--- src/rtl/sdq_pkg.sv ---
package sdq_pkg;

    localparam int CL_SHORT = 2;
    localparam int CL_LONG  = 3;

    typedef struct packed {
        logic rd;
        logic wr;
        logic pre;
    } sdq_cmd_s;

    function automatic int latency_of(input logic long_cl);
        return long_cl ? CL_LONG : CL_SHORT;
    endfunction

    function automatic int unsigned beats_of(input int unsigned code);
        return 32'd1 << code;
    endfunction

endpackage

--- src/rtl/sdq_burst_gen.sv ---
module sdq_burst_gen
    import sdq_pkg::*;
#(
    parameter int BL_CODE_W = 2,
    localparam int LEFT_W   = (1 << BL_CODE_W) - 1
) (
    input  logic                 clk,
    input  logic                 rst,
    input  sdq_cmd_s             cmd,
    input  logic [BL_CODE_W-1:0] bl_code,
    output logic                 rd_issue,
    output logic                 wr_drive
);

    logic [LEFT_W-1:0] rd_left;
    logic [LEFT_W-1:0] wr_left;
    logic [LEFT_W-1:0] span;

    always_comb begin
        span     = LEFT_W'(beats_of(32'(bl_code)) - 32'd1);
        rd_issue = cmd.rd | ((rd_left != '0) && !cmd.wr && !cmd.pre);
        wr_drive = cmd.wr | ((wr_left != '0) && !cmd.rd && !cmd.pre);
    end

    always_ff @(posedge clk) begin
        if (rst) begin
            rd_left <= '0;
            wr_left <= '0;
        end else if (cmd.rd) begin
            rd_left <= span;
            wr_left <= '0;
        end else if (cmd.wr) begin
            wr_left <= span;
            rd_left <= '0;
        end else if (cmd.pre) begin
            rd_left <= '0;
            wr_left <= '0;
        end else begin
            if (rd_left != '0) rd_left <= rd_left - 1'b1;
            if (wr_left != '0) wr_left <= wr_left - 1'b1;
        end
    end

    AST_ONE_CMD: assert property (@(posedge clk) disable iff (rst)
        $onehot0({cmd.rd, cmd.wr, cmd.pre})) else $error("commands overlap");

    AST_ONE_DIR: assert property (@(posedge clk) disable iff (rst)
        !(rd_issue && wr_drive)) else $error("read and write beat together");

    AST_PRE_HALTS_RD: assert property (@(posedge clk) disable iff (rst)
        cmd.pre |=> (!rd_issue || cmd.rd)) else $error("read beat after precharge");

    AST_PRE_HALTS_WR: assert property (@(posedge clk) disable iff (rst)
        cmd.pre |=> (!wr_drive || cmd.wr)) else $error("write beat after precharge");

endmodule

--- src/rtl/sdq_rd_pipe.sv ---
module sdq_rd_pipe
    import sdq_pkg::*;
(
    input  logic clk,
    input  logic rst,
    input  logic rd_issue,
    input  logic cas3,
    output logic rd_capture,
    output logic bus_turn
);

    logic [CL_LONG:1] vld;
    logic             last_cap;
    logic             busy;
    int               lat;

    always_ff @(posedge clk) begin
        if (rst) begin
            vld      <= '0;
            last_cap <= 1'b0;
        end else begin
            vld      <= {vld[CL_LONG-1:1], rd_issue};
            last_cap <= rd_capture;
        end
    end

    always_comb begin
        lat        = latency_of(cas3);
        rd_capture = vld[lat];
        busy       = 1'b0;
        for (int k = 1; k <= CL_LONG; k++) begin
            if (k <= lat) busy = busy | vld[k];
        end
        bus_turn = busy | last_cap;
    end

    AST_RD_LONG_LAT: assert property (@(posedge clk) disable iff (rst)
        (rd_issue && cas3) |-> ##3 rd_capture) else $error("CL3 beat missing");

    AST_RD_SHORT_LAT: assert property (@(posedge clk) disable iff (rst)
        (rd_issue && !cas3) |-> ##2 rd_capture) else $error("CL2 beat missing");

    AST_TURN_AFTER_LAST: assert property (@(posedge clk) disable iff (rst)
        rd_capture |=> bus_turn) else $error("no settle clock");

    AST_TURN_ON_ISSUE: assert property (@(posedge clk) disable iff (rst)
        rd_issue |=> bus_turn) else $error("turnaround late");

endmodule

--- src/rtl/sdq_lane_mask.sv ---
module sdq_lane_mask #(
    parameter int LANES = 2
) (
    input  logic             clk,
    input  logic             rst,
    input  logic [LANES-1:0] dqm_req,
    input  logic             rd_capture,
    input  logic             wr_drive,
    output logic [LANES-1:0] rd_lane_en,
    output logic [LANES-1:0] wr_lane_en
);

    logic [LANES-1:0] mask_d1;
    logic [LANES-1:0] mask_d2;
    logic [1:0]       age;

    always_ff @(posedge clk) begin
        if (rst) begin
            mask_d1 <= '0;
            mask_d2 <= '0;
            age     <= '0;
        end else begin
            mask_d1 <= dqm_req;
            mask_d2 <= mask_d1;
            if (age != 2'd2) age <= age + 1'b1;
        end
    end

    always_comb begin
        rd_lane_en = rd_capture ? ~mask_d2 : '0;
        wr_lane_en = wr_drive   ? ~dqm_req : '0;
    end

    for (genvar g = 0; g < LANES; g++) begin : g_lane_chk
        AST_RD_LANE_MASK: assert property (@(posedge clk) disable iff (rst)
            (age == 2'd2 && $past(dqm_req[g], 2)) |-> !rd_lane_en[g])
            else $error("read lane not masked");
        AST_RD_LANE_OPEN: assert property (@(posedge clk) disable iff (rst)
            (age == 2'd2 && rd_capture && !$past(dqm_req[g], 2)) |-> rd_lane_en[g])
            else $error("read lane wrongly masked");
    end

endmodule

--- src/rtl/sdq_datapath_timer.sv ---
module sdq_datapath_timer
    import sdq_pkg::*;
#(
    parameter int BL_CODE_W = 2,
    parameter int LANES     = 2
) (
    input  logic                 clk,
    input  logic                 rst,
    input  logic                 cmd_rd,
    input  logic                 cmd_wr,
    input  logic                 cmd_pre,
    input  logic                 cas3,
    input  logic [BL_CODE_W-1:0] bl_code,
    input  logic [LANES-1:0]     dqm_req,
    output logic                 rd_capture,
    output logic [LANES-1:0]     rd_lane_en,
    output logic                 wr_drive,
    output logic [LANES-1:0]     wr_lane_en,
    output logic                 bus_turn
);

    sdq_cmd_s cmd;
    logic     rd_issue;

    assign cmd = '{rd: cmd_rd, wr: cmd_wr, pre: cmd_pre};

    sdq_burst_gen #(.BL_CODE_W(BL_CODE_W)) u_burst (
        .clk      (clk),
        .rst      (rst),
        .cmd      (cmd),
        .bl_code  (bl_code),
        .rd_issue (rd_issue),
        .wr_drive (wr_drive)
    );

    sdq_rd_pipe u_pipe (
        .clk        (clk),
        .rst        (rst),
        .rd_issue   (rd_issue),
        .cas3       (cas3),
        .rd_capture (rd_capture),
        .bus_turn   (bus_turn)
    );

    sdq_lane_mask #(.LANES(LANES)) u_mask (
        .clk        (clk),
        .rst        (rst),
        .dqm_req    (dqm_req),
        .rd_capture (rd_capture),
        .wr_drive   (wr_drive),
        .rd_lane_en (rd_lane_en),
        .wr_lane_en (wr_lane_en)
    );

    AST_WR_TURN_CLEAR: assert property (@(posedge clk) disable iff (rst)
        cmd_wr |-> !bus_turn) else $error("write during turnaround");

    AST_CL_STEADY: assert property (@(posedge clk) disable iff (rst)
        (cas3 != $past(cas3)) |-> !bus_turn) else $error("latency changed in flight");

    AST_PRE_CUT_LONG: assert property (@(posedge clk) disable iff (rst)
        (cmd_pre && cas3) |-> ##3 !rd_capture) else $error("CL3 precharge cutoff");

    AST_PRE_CUT_SHORT: assert property (@(posedge clk) disable iff (rst)
        (cmd_pre && !cas3) |-> ##2 !rd_capture) else $error("CL2 precharge cutoff");

    AST_WR_START: assert property (@(posedge clk) disable iff (rst)
        cmd_wr |=> (wr_drive || cmd_rd || cmd_pre || bl_code == '0 || $past(bl_code) == '0))
        else $error("write burst stopped early");

endmodule

--- config.mk ---
export PLATFORM = sky130hd
export DESIGN_NAME = sdq_datapath_timer
export DESIGN_NICKNAME = d
export VERILOG_FILES = /design/src/rtl/sdq_pkg.sv /design/src/rtl/sdq_burst_gen.sv /design/src/rtl/sdq_rd_pipe.sv /design/src/rtl/sdq_lane_mask.sv /design/src/rtl/sdq_datapath_timer.sv
export SDC_FILE = /design/constraint.sdc
export NUM_CORES = 1
export LEC_CHECK = 0
export BUFFER_PORTS_ARGS = -buffer_cell sky130_fd_sc_hd__buf_2
export CAP_MARGIN = 15
export CORE_AREA = 2 2 39 41
export CTS_CLUSTER_DIAMETER = 120
export DETAILED_ROUTE_END_ITERATION = 8
export DIE_AREA = 0 0 41 43
export GPL_TIMING_DRIVEN = 1
export PLACE_DENSITY = 0.75
export SLEW_MARGIN = 20
export SYNTH_ARGS = -nofsm -noshare
export SYNTH_HDL_FRONTEND = slang
export SYNTH_SLANG_ARGS = --single-unit
--- constraint.sdc ---
create_clock -name clk -period 3.9 [get_ports clk]
set_input_delay 0.585 -clock clk [delete_from_list [all_inputs] [get_ports clk]]
set_output_delay 0.585 -clock clk [all_outputs]
set_load 0.005 [all_outputs]
==> qor.tcl <==
set qor(max_slew_violations) 0
set qor(fin_area_um2) 785.8
set qor(floorplan.initialDensity_pct) 47.56
set qor(synthArstFlopShare_pct) 0
set qor(synth_top_area_cell) {dfxtp_1}
set qor(gp_routability_congestion) 0.7924
set qor(ir_drop_mv) 0.2510
set qor(r2r_start) {u_burst.wr_left[0]$_SDFFE_PP0P_}
set qor(drt_pass1_iterations) 4
set qor(run_status) {finished, final reports clean}
set qor(cts_tree) {built}
set qor(post-cts-setup-buffer-count) 0
set qor(layout-drive-gt1-share_pct) 23.66
set qor(highest-signal-layer) {met4}
set qor(drt-initial-drc-count) 5
set qor(setup-violations-final) 0
set qor(power.density_mw_per_mm2) 384.3
set qor(syn_area_um2) 658.1
set qor(synth-main-ff-cell) {dfxtp_1}
set qor(total_of_flip_flops_plus_latches_after_synthesis) 14
set qor(synth.net_count) 89
set qor(slew-limit-headroom_pct) 79.31
set qor(port_buffer_count) 16
set qor(synth_cells) 75
set qor(detail_route.drc_violations) 0
set qor(setup.worst_path.start) {u_burst.wr_left[0]$_SDFFE_PP0P_}
set qor(cap_violations) 0
set qor(total_leakage_power_nw) 0.3581
set qor(total_cts_buffers) 3
set qor(pin_count_of_the_biggest_net_entering_global_routing) 15
set qor(synth_top_cell_area_share_pct) 42.59
set qor(max_clock_freq_mhz) 464.4
set qor(syn-mean-instance-area_um2) 8.775
set qor(synth_seq_area_share_pct) 42.59
set qor(dieArea_mm2) 0.001763
set qor(cts.sinks) 14
set qor(post_dp_cell_area_um2) 749.5
set qor(synth_enable_flop_cells) 0
set qor(antenna_cells_inserted) 0
set qor(worst_clock_skew_ps) 1.782
set qor(finalHoldViolCount) 0
set qor(ios) 17
set qor(floorplan.rows) 14
set qor(die_h_um) 43
set qor(first_global_vias) 516
set qor(cts_buffer_depth) 2
set qor(ctsRootBufferMaster) {clkbuf_4}
set qor(met1Wirelength_um) 510
set qor(finish.net_count) 108
set qor(grt_util_all_layers_pct) 16.43
set qor(grt_setup_unrepaired) {no}
set qor(core_mm2) 0.001384
set qor(timing.hold.worst.class) {register to register}
set qor(max_slew.worst_pin.slew_ps) 301.7
set qor(cts_hold_buffers) 0
set qor(post_synth_num_cell_types) 27
set qor(antenna_violations_before_repair) 0
set qor(synthMostInstantiatedCell) {dfxtp_1}
set qor(clkSlewWorstSetupHoldPaths_ps) 80
set qor(cts_resized) 0
set qor(final_period_utilization_pct) 55.22
set qor(worst-endpoint-arrival_ps) 1570
set qor(chipWidth_um) 41
set qor(h-tree-depth) 1
set qor(finalCriticalPeriod_ps) 2153
set qor(dp_hpwl_um) 844.1
set qor(worst_setup_path_start_kind) {register}
set qor(post_dr_vias_cell) 5.000
set qor(worst_ep_required_time_ps) 3310
set qor(clock_insertion_delay_at_the_later_pin_of_the_skew_report_ps) 280
set qor(routed_wirelength_um) 1157
set qor(criticalPathCategory) {register to primary output}
set qor(path_max_fanout) 6
set qor(synth_top_cells_by_count) {dfxtp_1, nor2_1, inv_1}
set qor(setup.worst_path.end_class) {primary output}
set qor(totalNegativeSetupSlack_ps) 0
set qor(worst_hold_start) {u_mask.mask_d1[0]$_SDFF_PP0_}
set qor(yosys_warnings) 0
set qor(wl_met2_um) 548
set qor(met3WireLength_um) 90
set qor(grt-ovfl-total) 0
set qor(grt_pass1_wl_um) 1959
set qor(wl_per_cell_um) 10.61
set qor(ant_nets) 0
set qor(synth_area_leaders) {dfxtp_1, ha_1, nor2b_1}
set qor(syn_to_final_growth_pct) 19.39
set qor(routed-via-count) 545
-- worst paths after layout --
kind,endpoint,slack (ps),cells after the start
setup / recovery,wr_lane_en[0],1750,7
hold / removal,u_mask.mask_d2[0]$_SDFF_PP0_,440,1
setup reg to reg,u_burst.wr_left[0]$_SDFFE_PP0P_,2550,6
hold reg to reg,u_mask.mask_d2[0]$_SDFF_PP0_,440,1
-- kinds of logic after synthesis --
| logic type | count (synthesis) | synth area share [%] |
|---|---|---|
| fa+ha+maj | 4 | 7.605 |
| buf+inv | 10 | 5.892 |
| xor+xnor | 3 | 3.993 |
| mux | 1 | 1.521 |
| compound gates | 14 | 14.26 |
| simple gates | 29 | 24.15 |
| flops | 14 | 42.59 |
-- through the flow --
| stage | utilization [%] | std cells | power, mW | hold WS (ps) | worst slack, ps |
|---|---|---|---|---|---|
| floorplan | - | 75 | 0.1855 | 413.8 | 2224 |
| global placement | 54.16 | 105 | 0.2010 | 419.3 | 2091 |
| detailed placement | 54.16 | 105 | 0.2026 | 427.2 | 2050 |
| CTS | 56.78 | 109 | 0.3067 | 447.2 | 1730 |
| global route | 56.78 | 109 | 0.3206 | 460.7 | 1608 |
| finish | 56.78 | 109 | 0.3019 | 442.2 | 1747 |
-- worst max-delay path, stage by stage (launching register included) --
cell and delay [ps]:
dfxtp_1 350, inv_1 50, ha_1 190, ha_1 250, nor3_1 160, nor2_1 90
nor2_1 90, buf_2 120
-- registers in the layout, indices dropped and copies added, names as in the netlist --
register and count:
u_burst.rd_left 3, u_burst.wr_left 3, u_pipe.vld 3, u_mask.mask_d1 2, u_mask.mask_d2 2, u_pipe.last_cap 1
-- routing by layer --
layer | up-vias | GRT usage, %
met4 | 0 | 4.000
met3 | 2 | 9.424
met2 | 20 | 25.62
met5 | - | 0
met1 | 236 | 18.57
li1 | 287 | -
-- power breakdown --
part / switching, mW / internal, mW
clock network: 0.0461 / 0.0568
logic: 0.0252 / 0.0214
registers: 0.00288 / 0.150
-- final cells by class --
cell class              count  area, µm²
clock buffers               4      36.28
fillers                   140      598.1
inverters                   8      30.03
multi-input cells          51      339.1
flip-flops and latches     14      280.3
well taps                  16      20.02
repair buffers             16      80.08
-- cell usage in the layout (no fill, tap or decap), types with 3 or more instances in the layout --
cell type | synthesis | routed
nand2_1 | 3 | 3
nor2_1 | 9 | 9
clkbuf_4 | 0 | 3
a211oi_1 | 3 | 3
and2_1 | 3 | 3
nor2b_1 | 6 | 6
buf_2 | 1 | 16
inv_1 | 8 | 8
dfxtp_1 | 14 | 14
o21ai_1 | 4 | 4
ha_1 | 4 | 4
Note: power is estimated with default switching activity, not from simulation.
